<file path="config.mk">
export PLATFORM = sky130hd
export DESIGN_NAME = vfd_duplex_dimmer
export DESIGN_NICKNAME = d
export VERILOG_FILES = /design/src/rtl/vfd_dim_pkg.sv /design/src/rtl/vfd_frame_timer.sv /design/src/rtl/vfd_frame_cfg.sv /design/src/rtl/vfd_window.sv /design/src/rtl/vfd_duplex_dimmer.sv
export SDC_FILE = /design/constraint.sdc
export NUM_CORES = 1
export LEC_CHECK = 0
export BUFFER_PORTS_ARGS = -buffer_cell sky130_fd_sc_hd__buf_2
export CORE_AREA = 2 2 94 96
export CTS_CLUSTER_DIAMETER = 60
export CTS_CLUSTER_SIZE = 40
export DETAILED_ROUTE_END_ITERATION = 10
export DIE_AREA = 0 0 96 98
export PLACE_DENSITY = 0.58
export SYNTH_ARGS = -nofsm -noshare
export SYNTH_HDL_FRONTEND = slang
export SYNTH_HIERARCHICAL = 1
export SYNTH_SLANG_ARGS = --single-unit
export TNS_END_PERCENT = 10
</file>
<file path="constraint.sdc">
create_clock -name clk -period 4.7 [get_ports clk]
set_input_delay 0.47 -clock clk [delete_from_list [all_inputs] [get_ports clk]]
set_output_delay 0.47 -clock clk [all_outputs]
set_load 0.03 [all_outputs]
</file>
<file path="src/rtl/vfd_dim_pkg.sv">
package vfd_dim_pkg;

   // Source of the segment pattern for the current frame
   typedef enum logic [1:0] {
      SRC_DISPLAY   = 2'd0,
      SRC_DEFAULT   = 2'd1,
      SRC_BLINK_ON  = 2'd2,
      SRC_BLINK_OFF = 2'd3
   } seg_src_e;

endpackage

</file>
<file path="src/rtl/vfd_frame_timer.sv">
module vfd_frame_timer #(
   parameter int HALF_W = 10,
   parameter int GRID_N = 2,
   localparam int GSEL_W = (GRID_N > 1) ? $clog2(GRID_N) : 1,
   localparam int FRAME_W = HALF_W + GSEL_W
) (
   input  logic              clk,
   input  logic              rst_n,
   output logic [HALF_W-1:0] half_pos,
   output logic [GSEL_W-1:0] grid_idx,
   output logic              frame_end
);

   generate
      if ((1 << GSEL_W) != GRID_N) begin : g_bad_grid_n
         $error("GRID_N must be a power of two of at least 2");
      end
   endgenerate

   logic [FRAME_W-1:0] pos_q;

   always_ff @(posedge clk) begin
      if (!rst_n) pos_q <= '0;
      else        pos_q <= pos_q + 1'b1;
   end

   assign half_pos  = pos_q[HALF_W-1:0];
   assign grid_idx  = pos_q[FRAME_W-1:HALF_W];
   assign frame_end = &pos_q;

endmodule

</file>
<file path="src/rtl/vfd_frame_cfg.sv">
module vfd_frame_cfg
   import vfd_dim_pkg::*;
#(
   parameter int DIM_W        = 10,
   parameter int DUTY_MAX     = 1016,
   parameter int BLINK_FRAMES = 256,
   localparam int CNT_W = (BLINK_FRAMES > 1) ? $clog2(BLINK_FRAMES) : 1
) (
   input  logic             clk,
   input  logic             rst_n,
   input  logic             frame_end,
   input  logic [DIM_W-1:0] dim_in,
   input  logic             dflt_in,
   input  logic             test_n_in,
   output logic [DIM_W-1:0] dim_q,
   output seg_src_e         src
);

   generate
      if (BLINK_FRAMES < 1) begin : g_bad_blink
         $error("BLINK_FRAMES must be at least 1");
      end
   endgenerate

   localparam logic [DIM_W-1:0] DMAX = DIM_W'(DUTY_MAX);

   logic [DIM_W-1:0] dim_lim;
   logic [CNT_W-1:0] cnt_q;
   logic             test_q;
   logic             dflt_q;
   logic             phase_q;

   // Clamp variant chosen by whether the ceiling can be exceeded at all
   generate
      if (DUTY_MAX >= (1 << DIM_W) - 1) begin : g_no_clamp
         assign dim_lim = dim_in;
      end else begin : g_clamp
         assign dim_lim = (dim_in > DMAX) ? DMAX : dim_in;
      end
   endgenerate

   always_ff @(posedge clk) begin
      if (!rst_n) begin
         dim_q   <= '0;
         cnt_q   <= '0;
         test_q  <= 1'b0;
         dflt_q  <= 1'b0;
         phase_q <= 1'b1;
      end else if (frame_end) begin
         test_q <= !test_n_in;
         dflt_q <= dflt_in;
         if (!test_n_in) begin
            dim_q <= DMAX;
            if (test_q) begin
               if (cnt_q == CNT_W'(BLINK_FRAMES - 1)) begin
                  cnt_q   <= '0;
                  phase_q <= !phase_q;
               end else begin
                  cnt_q <= cnt_q + 1'b1;
               end
            end else begin
               cnt_q   <= '0;
               phase_q <= 1'b1;
            end
         end else begin
            dim_q   <= dim_lim;
            cnt_q   <= '0;
            phase_q <= 1'b1;
         end
      end
   end

   always_comb begin
      if (test_q)      src = phase_q ? SRC_BLINK_ON : SRC_BLINK_OFF;
      else if (dflt_q) src = SRC_DEFAULT;
      else             src = SRC_DISPLAY;
   end

endmodule

</file>
<file path="src/rtl/vfd_window.sv">
module vfd_window #(
   parameter int HALF_W   = 10,
   parameter int DIM_W    = 10,
   parameter int DUTY_MAX = 1016,
   parameter int BLANK    = 5,
   parameter int LEAD     = 3
) (
   input  logic [HALF_W-1:0] half_pos,
   input  logic [DIM_W-1:0]  dim,
   output logic              grid_win,
   output logic              seg_win
);

   localparam int SUM_W      = HALF_W + 1;
   localparam int GRID_START = BLANK + LEAD;

   generate
      if (DIM_W > HALF_W) begin : g_bad_dim_w
         $error("DIM_W must not exceed HALF_W");
      end
      if (GRID_START + DUTY_MAX > (1 << HALF_W)) begin : g_bad_fit
         $error("blanking, lead and maximum duty do not fit in one half");
      end
   endgenerate

   logic [SUM_W-1:0] pos_x;
   logic [SUM_W-1:0] stop_x;
   logic             dim_nz;

   assign pos_x  = SUM_W'(half_pos);
   assign stop_x = SUM_W'(GRID_START) + SUM_W'(dim);
   assign dim_nz = |dim;

   assign grid_win = dim_nz && (pos_x >= SUM_W'(GRID_START)) && (pos_x < stop_x);
   assign seg_win  = dim_nz && (pos_x >= SUM_W'(BLANK)) && (pos_x < stop_x);

endmodule

</file>
<file path="src/rtl/vfd_duplex_dimmer.sv">
module vfd_duplex_dimmer
   import vfd_dim_pkg::*;
#(
   parameter int                      SEG_N        = 23,
   parameter int                      GRID_N       = 2,
   parameter int                      HALF_W       = 10,
   parameter int                      DIM_W        = 10,
   parameter int                      DUTY_MAX     = 1016,
   parameter int                      BLANK        = 5,
   parameter int                      LEAD         = 3,
   parameter int                      BLINK_FRAMES = 256,
   parameter logic [SEG_N-1:0]        DFLT_MASK    = SEG_N'(3),
   localparam int                     WORD_W       = SEG_N * GRID_N,
   localparam int                     GSEL_W       = (GRID_N > 1) ? $clog2(GRID_N) : 1
) (
   input  logic              clk,
   input  logic              rst_n,
   input  logic [WORD_W-1:0] disp_word,
   input  logic [DIM_W-1:0]  dim_val,
   input  logic              dflt_mode,
   input  logic              test_n,
   output logic [GRID_N-1:0] grid_en,
   output logic [SEG_N-1:0]  seg_en
);

   logic [HALF_W-1:0] half_pos;
   logic [GSEL_W-1:0] grid_idx;
   logic              frame_end;
   logic [DIM_W-1:0]  cfg_dim;
   seg_src_e          cfg_src;
   logic              grid_win;
   logic              seg_win;
   logic [GRID_N-1:0] grid_c;
   logic [SEG_N-1:0]  seg_pat;
   logic [SEG_N-1:0]  slice [GRID_N];

   vfd_frame_timer #(.HALF_W(HALF_W), .GRID_N(GRID_N)) u_timer (
      .clk       (clk),
      .rst_n     (rst_n),
      .half_pos  (half_pos),
      .grid_idx  (grid_idx),
      .frame_end (frame_end)
   );

   vfd_frame_cfg #(
      .DIM_W(DIM_W), .DUTY_MAX(DUTY_MAX), .BLINK_FRAMES(BLINK_FRAMES)
   ) u_cfg (
      .clk       (clk),
      .rst_n     (rst_n),
      .frame_end (frame_end),
      .dim_in    (dim_val),
      .dflt_in   (dflt_mode),
      .test_n_in (test_n),
      .dim_q     (cfg_dim),
      .src       (cfg_src)
   );

   vfd_window #(
      .HALF_W(HALF_W), .DIM_W(DIM_W), .DUTY_MAX(DUTY_MAX),
      .BLANK(BLANK), .LEAD(LEAD)
   ) u_win (
      .half_pos (half_pos),
      .dim      (cfg_dim),
      .grid_win (grid_win),
      .seg_win  (seg_win)
   );

   // One display slice and one grid select per frame half
   generate
      for (genvar g = 0; g < GRID_N; g++) begin : g_grid
         assign slice[g]  = disp_word[g*SEG_N +: SEG_N];
         assign grid_c[g] = grid_win && (grid_idx == GSEL_W'(g));
      end
   endgenerate

   always_comb begin
      unique case (cfg_src)
         SRC_DISPLAY:  seg_pat = slice[grid_idx];
         SRC_DEFAULT:  seg_pat = DFLT_MASK;
         SRC_BLINK_ON: seg_pat = '1;
         default:      seg_pat = '0;
      endcase
   end

   always_ff @(posedge clk) begin
      if (!rst_n) begin
         grid_en <= '0;
         seg_en  <= '0;
      end else begin
         grid_en <= grid_c;
         seg_en  <= seg_win ? seg_pat : '0;
      end
   end

endmodule

</file>
== Word level (Yosys, flattened, before mapping) ==
Cells that the tools add are included.

* Bitwise gates (word level): 2
* Equal/unequal tests: 4
* Multiply operators: 0
* Div/mod/pow operators: 0
* Reduce and logical (&&, ||, !) cells: 13
* Mux-type cells: 15
* $lt $le $gt $ge: 5
* $add $sub $neg: 3
* Shift-type cells: 0

{| class="wikitable"
|+ Operators by type and width
! cell !! number
|-
| $mux 23 || 3
|-
| $pmux 23 s3 || 1
|-
| $mux 8 || 3
|-
| $mux 10 || 2
|-
| $reduce_and 12->1 || 1
|-
| $add 11x1->11 const B || 1
|-
| $add 4x10->11 const A || 1
|-
| $lt 10x11->1 || 1
|-
| $reduce_and 11->1 || 1
|-
| $ge 10x3->1 const B || 1
|-
| $ge 10x4->1 const B || 1
|-
| $gt 10x10->1 const B || 1
|-
| $reduce_or 10->1 || 1
|-
| $add 8x1->8 const B || 1
|-
| $eq 8x8->1 const B || 1
|-
| $logic_and 1x1->1 || 6
|-
| $mux 1 || 5
|-
| $ne 3x3->1 const B || 1
|-
| $eq 2x1->1 const B || 1
|-
| $eq 2x2->1 const B || 1
|-
| $ge 2x2->1 const B || 1
|-
| $logic_not 1->1 || 2
|-
| $logic_not 2->1 || 1
|-
| $mux 2 || 1
|-
| 3 further kinds || 3
|}

* Input port bits: 60
* Memory bits (writable): 0
* Memory bits (read-only): 0
* Bits in latches: 0
* Memories kept: 0
* Register bits: 57

== Logic depth before layout (Yosys ltp) ==
Gate-level depths: netlist of the first run.

* Depth after elaboration: 5
* Gate-level depth with buffers: 11

== By module ==
Netlist of the first run, hierarchy kept.

{| class="wikitable"
|+ Modules (own cells, without submodules)
! module !! cells an instance !! times used !! area each (um2)
|-
| vfd_duplex_dimmer || 89 || 1 || 999.7
|-
| vfd_frame_cfg || 94 || 1 || 872.1
|-
| vfd_frame_timer || 51 || 1 || 465.4
|-
| vfd_window || 52 || 1 || 370.4
|}

== Least setup slack after synthesis of the first run ==
No wires, ideal clock.

* Kind: reg2reg
* Start point: register u_cfg.dim_q[5]
* End point: register seg_en[10]
* Data required time: 4631 ps
* Arrival: 2199 ps
* Cell stages (with the launch flop): 12
* Period minus slack after synthesis: 2268 ps
* Setup slack: 2432 ps
* Path through: dfxtp_1 and3_1 nand3_1 xor2_1 ha_1 a21o_1 a21oi_1 o22ai_1 nor3_1 nand4b_1 buf_4 o21ai_1

* Word-level cells in the longest chain between the ends: 4
* Elaborated cells on any way between the ends: 6

{| class="wikitable"
|+ RTL lines
! item !! RTL line !! text
|-
| from (decl) || vfd_frame_cfg.sv:15 || <nowiki>output logic [DIM_W-1:0] dim_q,</nowiki>
|-
| from (signal assigned) || vfd_frame_cfg.sv:66 || <nowiki>dim_q <= dim_lim;</nowiki>
|-
| $add 4x10->11 or $reduce_or 10->1 (tied branches) || vfd_window.sv:31, vfd_window.sv:32 ||
|-
| $lt 10x11->1 or $logic_and 1x1->1 (tied branches) || vfd_window.sv:35 || <nowiki>assign seg_win = dim_nz && (pos_x >= SUM_W'(BLANK)) && (pos_x < stop_x);</nowiki>
|-
| $logic_and 1x1->1 * || vfd_window.sv:35 ||
|-
| via seg_win || vfd_duplex_dimmer.sv:32 || <nowiki>logic seg_win;</nowiki>
|-
| $reduce_and 2->1 (no line) * || n/a ||
|-
| to (signal assigned) || vfd_duplex_dimmer.sv:91 || <nowiki>seg_en <= seg_win ? seg_pat : '0;</nowiki>
|-
| to (decl) || vfd_duplex_dimmer.sv:23 || <nowiki>output logic [SEG_N-1:0] seg_en</nowiki>
|}

The timed path passes the listed nets; every way through them passes the cells marked *.
A chain may end at the register's enable or synchronous reset.

== Final worst setup path of the first run ==
* Start point: register u_cfg.dim_q[5]
* End point: register seg_en[14]

The elaborated chain is that of the path after synthesis.

==> results.py, run 1 <==
metrics = {
    "sta": {
        "report.final.setup_viol": 0,
        "finalCritPeriodShare": 0.671,
        "summed_negative_setup_slack_over_all_endpoints_ns": 0,
        "max_clock_freq_mhz": 317,
        "tightestPinTransition_ns": 0.822,
        "finalHoldViolations": 0,
        "rsz_0062_raised_after_global_routing": "false",
        "timing.final.max_slew_violations": 0,
        "final.setup_skew_ns": 0.00869,
        "max_slew_margin": 0.452,
        "fin_crit_ns": 3.15,
    },
    "logic_synthesis": {
        "syn-cell-area_um2": 2710,
        "dominant_combinational_cell_family_by_area_after_synthesis": "simple AND/OR/NAND/NOR gates",
        "yosys.area_share.simple": 0.169,
        "yosys.area_share.adder": 0.0647,
        "total_of_flip_flops_plus_latches_after_synthesis": 57,
        "synthesis.nets": 360,
        "syn-mean-instance-area_um2": 9.47,
        "yosys_warnings": 6,
        "yosys.cell_types.count": 44,
        "synth_compound_gate_area_share": 0.148,
        "synthCells": 286,
        "yosys-mux-area-fraction": 0.104,
        "post_synth_xor_area_fraction": 0.0388,
        "synth-seq-area-share": 0.421,
    },
    "critical_path": {
        "timing.reg2reg.worst_path_depth": 10,
        "required_ns": 4.94,
        "critical-path-max-stage-delay_ns": 0.70,
        "timing.setup.critical_path_class": "reg -> reg",
        "reg2reg_slack_ns": 1.55,
        "cp_slowest_cell": "sky130_fd_sc_hd__nand4b_1",
        "path_max_fanout": 21,
        "critical_path_arrival_ns": 3.39,
        "critical_register_to_register_path_startpoint": "u_cfg/dim_q[5]",
        "cp-end-kind": "register",
        "critical_path.cell_chain": "and3_1, nand3_1, xor2_1, ha_1, a21o_1, a21oi_1, o22ai_1, nor3_1, nand4b_1, o21ai_0",
        "startpoint_type": "register",
        "regToRegEndpoint": "seg_en[14]",
    },
    "clocking": {
        "number_of_buffers_between_clock_root_and_the_deepest_sink": 2,
        "clk_root_buffer_cell": "sky130_fd_sc_hd__clkbuf_8",
        "cts_post_setup_buffers_inserted": 0,
        "tritoncts": "yes",
        "clkSlewWorstSetupHoldPaths_ns": 0.07,
        "clock_buffer_count_from_cts": 9,
        "clk-insertion-delay-late_ns": 0.33,
        "cts_sinks": 57,
        "number_of_buffers_inserted_by_hold_repair_at_cts": 0,
        "postCtsResizedCells": 0,
        "htree_num_levels": 3,
    },
    "hold_path": {
        "timing.hold.worst_path_depth": 3,
        "hold_path.class": "in -> reg",
        "min_from": "dflt_mode",
        "hold_path_end": "u_cfg/dflt_q",
    },
    "global_route": {
        "grt.total_usage": 0.136,
        "number_of_global_route_vias_before_repair": 2293,
        "grt_start_max_net_pins": 28,
        "grt_antenna_before_repair": 0,
        "grt_pass1_wl_um": 10200,
        "gr-total-overflow": 0,
    },
    "placed_design": {
        "post-place-cells": 468,
        "hpwlAfterDp_um": 4580,
        "finalWeightedCongestion": 0.768,
        "place.port_buffers": 84,
    },
    "power": {
        "total_leakage_power_nw": 1.40,
        "max-vdd-ir-drop_mv": 0.180,
        "power_density_nw_per_um2": 294,
    },
    "route": {
        "drt_first_pass_iters": 5,
        "num_vias": 2324,
        "drtIter0Drc": 82,
        "wirelength_met1_um": 2570,
        "top_layer": "met4",
        "route.met2.wl_um": 3170,
        "met3WireLength_um": 248,
        "vias_per_cell": 4.80,
        "totalWireLength_um": 6040,
        "drc": 0,
        "routedWlPerCell_um": 12.5,
        "drt.antenna.violating_nets": 0,
    },
    "die": {
        "die_y_um": 98,
        "start_util": 0.320,
        "core_area_um2": 8470,
        "ioPinCount": 85,
        "dieWidth_um": 96,
        "floorplan_die_area_um2": 9410,
        "num_rows": 34,
    },
    "job": {
        "maxCapViolCount": 0,
    },
    "finish": {
        "syn2layout_area_growth_pct": 24.8,
        "layout.area.seq_um2": 1140,
        "drive_above_1_share": 0.293,
        "finalNonFillerCells": 484,
        "nFillCells": 830,
        "n_antenna_cell": 0,
        "multi_input_area_um2": 1420,
        "fin_nets": 445,
    },
    "run_status": {
        "status": "finished clean",
    },
}
## layout make-up
class / instances / area share
Clock buffer: 10 / 0.0407
Clock inverter: 6 / 0.0196
Inverter: 13 / 0.0144
Multi-Input combinational cell: 205 / 0.421
Sequential cell: 57 / 0.338
Tap cell: 108 / 0.0400
Timing Repair Buffer: 85 / 0.127
## cell usage in the layout, fill, tap and decap left out, drive strengths merged, types with 2 or more instances in the layout
master	instances
or4	3
o2111ai	3
nor4	4
buf	85
nor3	7
nor2	19
and2	2
nand2	15
a21oi	15
o31ai	3
nand4b	2
nand4	9
inv	13
mux2i	26
clkinv	2
and3	2
clkbuf	10
a211oi	3
ha	14
xor2	8
clkinvlp	3
nand3	12
or3	5
o21ai	29
o21a	3
mux2	2
dfxtp	57
o22ai	8
xnor2	4
o211ai	2
## worst max-delay path, delay by kind of cell, from the launching register on
family / cells / cell delay (ns)
AOI/OAI and AO/OA: 4 / 0.76
adders and majority gates: 1 / 0.29
xor gates and xnor gates: 1 / 0.16
and+or+nand+nor: 4 / 1.39
DFF: 1 / 0.46
## logic make-up (layout without fill, tap and decap cells)
kind of cell	after synthesis	count (layout)
DFF	57	57
buffers and inverters	24	114
xor gates and xnor gates	12	12
and+or+nand+nor	83	83
adders and majority gates	14	14
muxes	28	28
AOI/OAI and AO/OA	68	68
## cell usage after synthesis, drive strengths merged
cell type   n  share of area
o21bai      1         0.0028
o21ai      29          0.055
or4         3         0.0097
mux2i      26          0.096
xnor2       4          0.013
clkinv      1         0.0014
clkbuf      3         0.0042
o2111ai     3         0.0097
o22ai       8          0.018
inv        12          0.017
o211ai      2         0.0055
o21a        3         0.0083
nand2      15          0.021
nor2       19          0.026
ha         14          0.065
dfxtp      57           0.42
nor4        4         0.0092
o31ai       3         0.0083
and3        2         0.0046
and2        2         0.0046
nand3      12          0.022
a21oi      15          0.029
a21o        1         0.0028
a211oi      3         0.0083
nor2b       1         0.0023
nor3        7          0.015
xor2        8          0.026
buf         8          0.031
or3b        1         0.0032
nand4b      2         0.0065
nand2b      1         0.0023
nand4       9          0.031
mux2        2         0.0083
or3         5          0.012
## metal layers
layer / up-vias / global-route usage
li1: 1207 / -
met1: 1080 / 0.152
met2: 33 / 0.239
met3: 4 / 0.0455
met4: 0 / 0.0429
met5: - / 0
## flip-flops by register name (all words and copies together) (netlist names)
name / count
seg_en: 23
u_timer/pos_q: 11
u_cfg/dim_q: 10
u_cfg/cnt_q: 8
grid_en: 2
u_cfg/dflt_q: 1
u_cfg/phase_q: 1
u_cfg/test_q: 1
## report_power, final
group	total (mW)	internal (mW)	switching [mW]
Combinational	0.0463	0.0259	0.0204
Sequential	0.489	0.485	0.00365
Clock	0.458	0.260	0.199
## stage by stage
stage	worst slack, ns	area [um2]	util	hold slack (ns)	total power, mW
after CTS	1.50	3380	0.399	0.366	1.01
after global placement	1.64	3180	0.375	0.473	0.546
final	1.55	3380	0.399	0.380	0.993
after floorplan	2.43	2710	-	0.451	0.516
after global routing	1.19	3380	0.399	0.391	1.04
after detailed placement	1.51	3180	0.375	0.476	0.547
## worst max path at each step
stage,startpoint,endpoint,cells after the start
2_1_floorplan,u_cfg/dim_q[5],seg_en[10],11
3_3_place_gp,u_cfg/dim_q[6],seg_en[14],10
3_5_place_dp,u_cfg/dim_q[5],seg_en[4],10
4_1_cts,u_cfg/dim_q[5],seg_en[14],10
5_1_grt,u_cfg/dim_q[3],seg_en[14],10
6_report,u_cfg/dim_q[5],seg_en[14],10
Power figures use the tool's default switching activity.
==> run 2: changes to the inputs <==
--- a/config.mk
+++ b/config.mk
@@ -5,13 +5,14 @@
 export SDC_FILE = /design/constraint.sdc
 export NUM_CORES = 1
 export LEC_CHECK = 0
+export ABC_AREA = 1
 export BUFFER_PORTS_ARGS = -buffer_cell sky130_fd_sc_hd__buf_2
-export CORE_AREA = 2 2 94 96
+export CORE_AREA = 2 2 102 104
 export CTS_CLUSTER_DIAMETER = 60
 export CTS_CLUSTER_SIZE = 40
 export DETAILED_ROUTE_END_ITERATION = 10
-export DIE_AREA = 0 0 96 98
-export PLACE_DENSITY = 0.58
+export DIE_AREA = 0 0 104 106
+export PLACE_DENSITY = 0.56
 export SYNTH_ARGS = -nofsm -noshare
 export SYNTH_HDL_FRONTEND = slang
 export SYNTH_HIERARCHICAL = 1
==> constraint.sdc (replaced) <==
create_clock -name clk -period 3.1 [get_ports clk]
set_input_delay 0.31 -clock clk [delete_from_list [all_inputs] [get_ports clk]]
set_output_delay 0.31 -clock clk [all_outputs]
set_load 0.03 [all_outputs]
==> results.py, run 2 <==
metrics = {
    "clocking": {
        "cts_sinks": 57,
        "clk_root_buffer_cell": "sky130_fd_sc_hd__clkbuf_8",
        "clk-insertion-delay-late_ns": 0.33,
        "number_of_buffers_inserted_by_hold_repair_at_cts": 0,
        "postCtsResizedCells": 0,
        "cts_post_setup_buffers_inserted": 0,
        "htree_num_levels": 3,
        "clock_buffer_count_from_cts": 9,
        "number_of_buffers_between_clock_root_and_the_deepest_sink": 2,
        "tritoncts": "yes",
        "clkSlewWorstSetupHoldPaths_ns": 0.07,
    },
    "global_route": {
        "gr-total-overflow": 0,
        "number_of_global_route_vias_before_repair": 2863,
        "grt_start_max_net_pins": 27,
        "grt.total_usage": 0.142,
        "grt_antenna_before_repair": 0,
        "grt_pass1_wl_um": 13000,
    },
    "sta": {
        "rsz_0062_raised_after_global_routing": "false",
        "max_clock_freq_mhz": 412,
        "timing.final.max_slew_violations": 0,
        "final.setup_skew_ns": 0.0105,
        "summed_negative_setup_slack_over_all_endpoints_ns": 0,
        "setup_ws_ns": 0.671,
        "tightestPinTransition_ns": 0.634,
        "whs_ns": 0.207,
        "fin_crit_ns": 2.43,
        "report.final.setup_viol": 0,
        "finalHoldViolations": 0,
        "max_slew_margin": 0.576,
        "finalCritPeriodShare": 0.784,
    },
    "run_status": {
        "status": "finished clean",
    },
    "logic_synthesis": {
        "leading_post_synthesis_cells_by_instance_count": "sky130_fd_sc_hd__nand2_1, sky130_fd_sc_hd__inv_1, sky130_fd_sc_hd__dfxtp_1, sky130_fd_sc_hd__nand3_1, sky130_fd_sc_hd__nor2_1",
        "total_of_flip_flops_plus_latches_after_synthesis": 57,
        "synthCells": 462,
        "synthesis.nets": 536,
        "synth_area_leaders": "sky130_fd_sc_hd__dfxtp_1, sky130_fd_sc_hd__nand2_1, sky130_fd_sc_hd__inv_1",
        "edff_count_synth": 0,
        "syn-cell-area_um2": 3180,
        "synth.largest_area_cell": "sky130_fd_sc_hd__dfxtp_1",
        "synth.top_cell.area_share": 0.359,
        "syn-mean-instance-area_um2": 6.87,
        "synth_flop_cell": "sky130_fd_sc_hd__dfxtp_1",
        "synth_most_common_cell": "sky130_fd_sc_hd__nand2_1",
        "yosys.cell_types.count": 35,
        "yosys_warnings": 6,
        "synth-seq-area-share": 0.359,
        "share_of_synthesized_flip_flops_with_an_asynchronous_set_or_reset": 0,
    },
    "hold_path": {
        "hold_path.class": "in -> reg",
    },
    "finish": {
        "fin_nets": 618,
        "final_core_utilization": 0.386,
        "drive_above_1_share": 0.246,
        "largest_reg_flops": 23,
        "nFillCells": 1097,
        "syn2layout_area_growth_pct": 21.5,
        "layout.cells.most_common_list": "sky130_fd_sc_hd__nand2_1, sky130_fd_sc_hd__inv_1, sky130_fd_sc_hd__buf_2, sky130_fd_sc_hd__dfxtp_1",
        "layout.cells.most_common": "sky130_fd_sc_hd__nand2_1",
        "finalNonFillerCells": 684,
        "largestRegisters": "seg_en (23), u_timer/pos_q (11), u_cfg/dim_q (10)",
        "fin_area_um2": 3860,
        "n_antenna_cell": 0,
        "register_with_the_most_flip_flops": "seg_en",
    },
    "critical_path": {
        "critical_path.cell_chain": "ha_1, nand2_1, clkinv_1, nand3_1, nor3b_1, a21oi_1, ha_1, and3_1, nand3_1, nand3_1, nor2_1, nand2_1, or2_2, a21oi_1",
        "critical_path_arrival_ns": 2.68,
        "cp-end-kind": "register",
        "path_max_fanout": 5,
        "reg2reg_slack_ns": 0.67,
        "cp_slowest_cell": "sky130_fd_sc_hd__dfxtp_1",
        "crit_path_frequent_cell": "sky130_fd_sc_hd__nand3_1",
        "timing.setup.critical_path_class": "reg -> reg",
        "startpoint_type": "register",
        "required_ns": 3.35,
        "critical-path-max-stage-delay_ns": 0.40,
    },
    "die": {
        "ioPinCount": 85,
        "num_rows": 37,
        "core_area_um2": 10000,
        "start_util": 0.318,
        "floorplan_die_area_um2": 11000,
        "die_y_um": 106,
        "dieWidth_um": 104,
    },
    "route": {
        "drt_first_pass_iters": 5,
        "routedWlPerCell_um": 10.8,
        "totalWireLength_um": 7420,
        "drc": 0,
        "drtIter0Drc": 121,
        "num_vias": 2982,
        "drt.antenna.violating_nets": 0,
        "vias_per_cell": 4.36,
    },
    "placed_design": {
        "setup_slack_after_placement_ns": 0.675,
        "post-place-cells": 669,
        "finalWeightedCongestion": 0.803,
        "hpwlAfterDp_um": 5690,
        "place.port_buffers": 84,
        "place_area_um2": 3680,
    },
    "power": {
        "power.total_mw": 1.47,
        "power_density_nw_per_um2": 381,
        "total_leakage_power_nw": 1.97,
        "max-vdd-ir-drop_mv": 0.186,
    },
    "job": {
        "maxCapViolCount": 0,
    },
}
==> run 2: cell types whose count changed after synthesis, sizes merged, moves of 7 or more <==
cell,delta
nand2,+97
inv,+77
nor2,+33
nand3,+32
mux2i,-26
a21oi,+23
o21ai,-22
o22ai,-7
==> run 2: logic make-up after synthesis <==
logic type,count (synthesis),synth area share
buffers and inverters,106,0.143
DFF,57,0.359
and+or+nand+nor,223,0.321
adders and majority gates,14,0.0552
AOI/OAI and AO/OA,57,0.107
xor gates and xnor gates,5,0.0138
==> run 2: final cells by class <==
class / instances / area, um2 / share of cell area
Multi-Input combinational cell: 299 / 1580 / 0.409
Sequential cell: 57 / 1140 / 0.296
Timing Repair Buffer: 87 / 443 / 0.115
Inverter: 90 / 343 / 0.0889
Tap cell: 136 / 170 / 0.0441
Clock buffer: 13 / 169 / 0.0438
Clock inverter: 2 / 12.5 / 0.00324
==> run 2: final timing paths <==
path                                  endpoint            from  cells past startpoint
worst max-delay path                 seg_en[0]  u_cfg/dim_q[3]                     14
worst min-delay path              u_cfg/dflt_q       dflt_mode                      3
worst max register to register       seg_en[0]  u_cfg/dim_q[3]                     14
worst min register to register  u_cfg/dim_q[2]  u_cfg/dim_q[2]                      2
==> run 2: power breakdown <==
part | internal, mW | switching, mW | total, mW
clock | 0.350 | 0.283 | 0.633
sequential | 0.736 | 0.00447 | 0.740
combinational | 0.0482 | 0.0486 | 0.0968
total | 1.13 | 0.336 | 1.47
==> run 2: layer usage <==
layer  part of all wire  track usage  wire (um)  vias up
met2               0.43        0.236       3200       81
met5                  0            0          0        -
met1               0.50        0.179       3710     1295
li1                   -            -          -     1602
met3              0.064       0.0405        472        4
met4             0.0054       0.0425         40        0
==> run 2: worst max-delay path, delay by kind of cell (launching register included) <==
family	cells	cell delay, ns
DFF	1	0.40
and+or+nand+nor	9	1.18
adders and majority gates	2	0.51
buffers and inverters	1	0.06
AOI/OAI and AO/OA	2	0.20
==> run 3: changes to the inputs <==
==> constraint.sdc (replaced) <==
create_clock -name clk -period 2.47 [get_ports clk]
set_input_delay 0.247 -clock clk [delete_from_list [all_inputs] [get_ports clk]]
set_output_delay 0.247 -clock clk [all_outputs]
set_load 0.03 [all_outputs]
==> results.py, run 3 (synthesis results as in run 2) <==
metrics = {
    "run_status": {
        "status": "finished clean",
    },
    "finish": {
        "layout.area.seq_um2": 1150,
        "fin_nets": 621,
        "largest_reg_flops": 23,
        "syn2layout_area_growth_pct": 25.1,
        "n_antenna_cell": 0,
        "register_with_the_most_flip_flops": "seg_en",
        "drive_above_1_share": 0.272,
        "layout.cells.most_common": "sky130_fd_sc_hd__nand2_1",
        "layout.cells.most_common_list": "sky130_fd_sc_hd__nand2_1, sky130_fd_sc_hd__inv_1, sky130_fd_sc_hd__buf_2, sky130_fd_sc_hd__dfxtp_1, sky130_fd_sc_hd__nor2_1",
        "largestRegisters": "seg_en (23), u_timer/pos_q (11), u_cfg/dim_q (10)",
        "nFillCells": 1074,
        "multi_input_area_um2": 1630,
    },
    "critical_path": {
        "required_ns": 2.74,
        "cp-end-kind": "register",
        "path_max_fanout": 4,
        "critical-path-max-stage-delay_ns": 0.38,
        "cp_slowest_cell": "sky130_fd_sc_hd__dfxtp_2",
        "critical_path.cell_chain": "ha_4, nand2_1, clkinv_1, nand3_2, nor3b_2, a21oi_1, ha_1, and3_1, nand4_1, nand3_2, nor2_2, nand2_2, or2_4, a21oi_2",
        "crit_path_frequent_cell": "sky130_fd_sc_hd__nand3_2",
        "timing.setup.critical_path_class": "reg -> reg",
        "critical_path_arrival_ns": 2.54,
        "startpoint_type": "register",
    },
    "clocking": {
        "number_of_buffers_inserted_by_hold_repair_at_cts": 0,
        "clock_buffer_count_from_cts": 9,
        "clk_root_buffer_cell": "sky130_fd_sc_hd__clkbuf_8",
        "cts_sinks": 57,
        "number_of_buffers_between_clock_root_and_the_deepest_sink": 2,
        "htree_num_levels": 3,
        "clkSlewWorstSetupHoldPaths_ns": 0.06,
        "clk-insertion-delay-late_ns": 0.34,
        "tritoncts": "yes",
    },
    "sta": {
        "finalCritPeriodShare": 0.916,
        "fin_crit_ns": 2.26,
        "max_clock_freq_mhz": 442,
        "summed_negative_setup_slack_over_all_endpoints_ns": 0,
        "max_slew_margin": 0.558,
        "setup_ws_ns": 0.208,
        "whs_ns": 0.146,
        "timing.final.max_slew_violations": 0,
        "final.setup_skew_ns": 0.00955,
        "finalHoldViolations": 0,
        "report.final.setup_viol": 0,
        "rsz_0062_raised_after_global_routing": "false",
        "tightestPinTransition_ns": 0.662,
    },
    "global_route": {
        "grt_start_max_net_pins": 27,
        "grt_pass1_wl_um": 13200,
        "grt_antenna_before_repair": 0,
        "number_of_global_route_vias_before_repair": 2926,
        "grt.total_usage": 0.145,
        "gr-total-overflow": 0,
    },
    "route": {
        "totalWireLength_um": 7620,
        "drc": 0,
        "drtIter0Drc": 80,
        "routedWlPerCell_um": 11.1,
        "num_vias": 3061,
        "drt_first_pass_iters": 4,
        "vias_per_cell": 4.45,
        "drt.antenna.violating_nets": 0,
    },
    "power": {
        "power_density_nw_per_um2": 493,
        "total_leakage_power_nw": 2.01,
        "max-vdd-ir-drop_mv": 0.188,
        "power.total_mw": 1.96,
    },
    "placed_design": {
        "setup_slack_after_placement_ns": 0.0635,
        "finalWeightedCongestion": 0.832,
        "place.port_buffers": 84,
        "hpwlAfterDp_um": 5720,
    },
    "die": {
        "num_rows": 37,
        "ioPinCount": 85,
        "core_area_um2": 10000,
        "start_util": 0.318,
        "die_y_um": 106,
        "dieWidth_um": 104,
        "floorplan_die_area_um2": 11000,
    },
    "job": {
        "maxCapViolCount": 0,
    },
    "hold_path": {
        "hold_path.class": "in -> reg",
    },
}
-- run 3: repair_timing --
action / 4_1_cts / 5_1_grt
gates resized for setup: 0 / 18
setup buffers: 0 / 1
endpoints found under the setup margin: 0 / 23
-- run 3: critical path: cells and delay by family (launching register included) --
| kind | cells | cell delay, ns |
|---|---|---|
| DFF | 1 | 0.38 |
| adders and majority gates | 2 | 0.43 |
| AOI/OAI and AO/OA | 2 | 0.17 |
| buffers and inverters | 1 | 0.07 |
| and+or+nand+nor | 9 | 1.15 |
-- run 3: worst paths after layout --
| check | to | slack [ns] | start | cells after the start |
|---|---|---|---|---|
| max | seg_en[0] | 0.21 | u_cfg/dim_q[4] | 14 |
| min | u_cfg/dflt_q | 0.15 | dflt_mode | 3 |
| max reg2reg | seg_en[0] | 0.21 | u_cfg/dim_q[4] | 14 |
| min reg2reg | u_cfg/dim_q[2] | 0.48 | u_cfg/dim_q[2] | 2 |
-- run 3: where the power goes --
part	internal (mW)	switching (mW)
clock	0.548	0.362
combinational	0.0607	0.0614
sequential	0.922	0.00546
-- run 3: area by class of cell --
type                            instances  share of cell area
Multi-Input combinational cell        299               0.410
Sequential cell                        57               0.288
Timing Repair Buffer                   90               0.120
Inverter                               90              0.0863
Clock buffer                           14              0.0435
Tap cell                              136              0.0428
Clock inverter                          2             0.00882
-- run 3: metal layers --
layer / global-route usage / vias to the layer above / part of all wire
li1: - / 1611 / -
met5: 0 / - / 0
met4: 0.0695 / 0 / 0.017
met2: 0.228 / 94 / 0.42
met3: 0.0368 / 14 / 0.065
met1: 0.187 / 1342 / 0.49
-- run 3: metrics by stage --
step	instances	instance area, um2	util
after floorplan	462	3180	-
after detailed placement	671	3690	0.369
after global routing	688	3970	0.397
after CTS	687	3900	0.390
after global placement	671	3690	0.369
final	688	3970	0.397
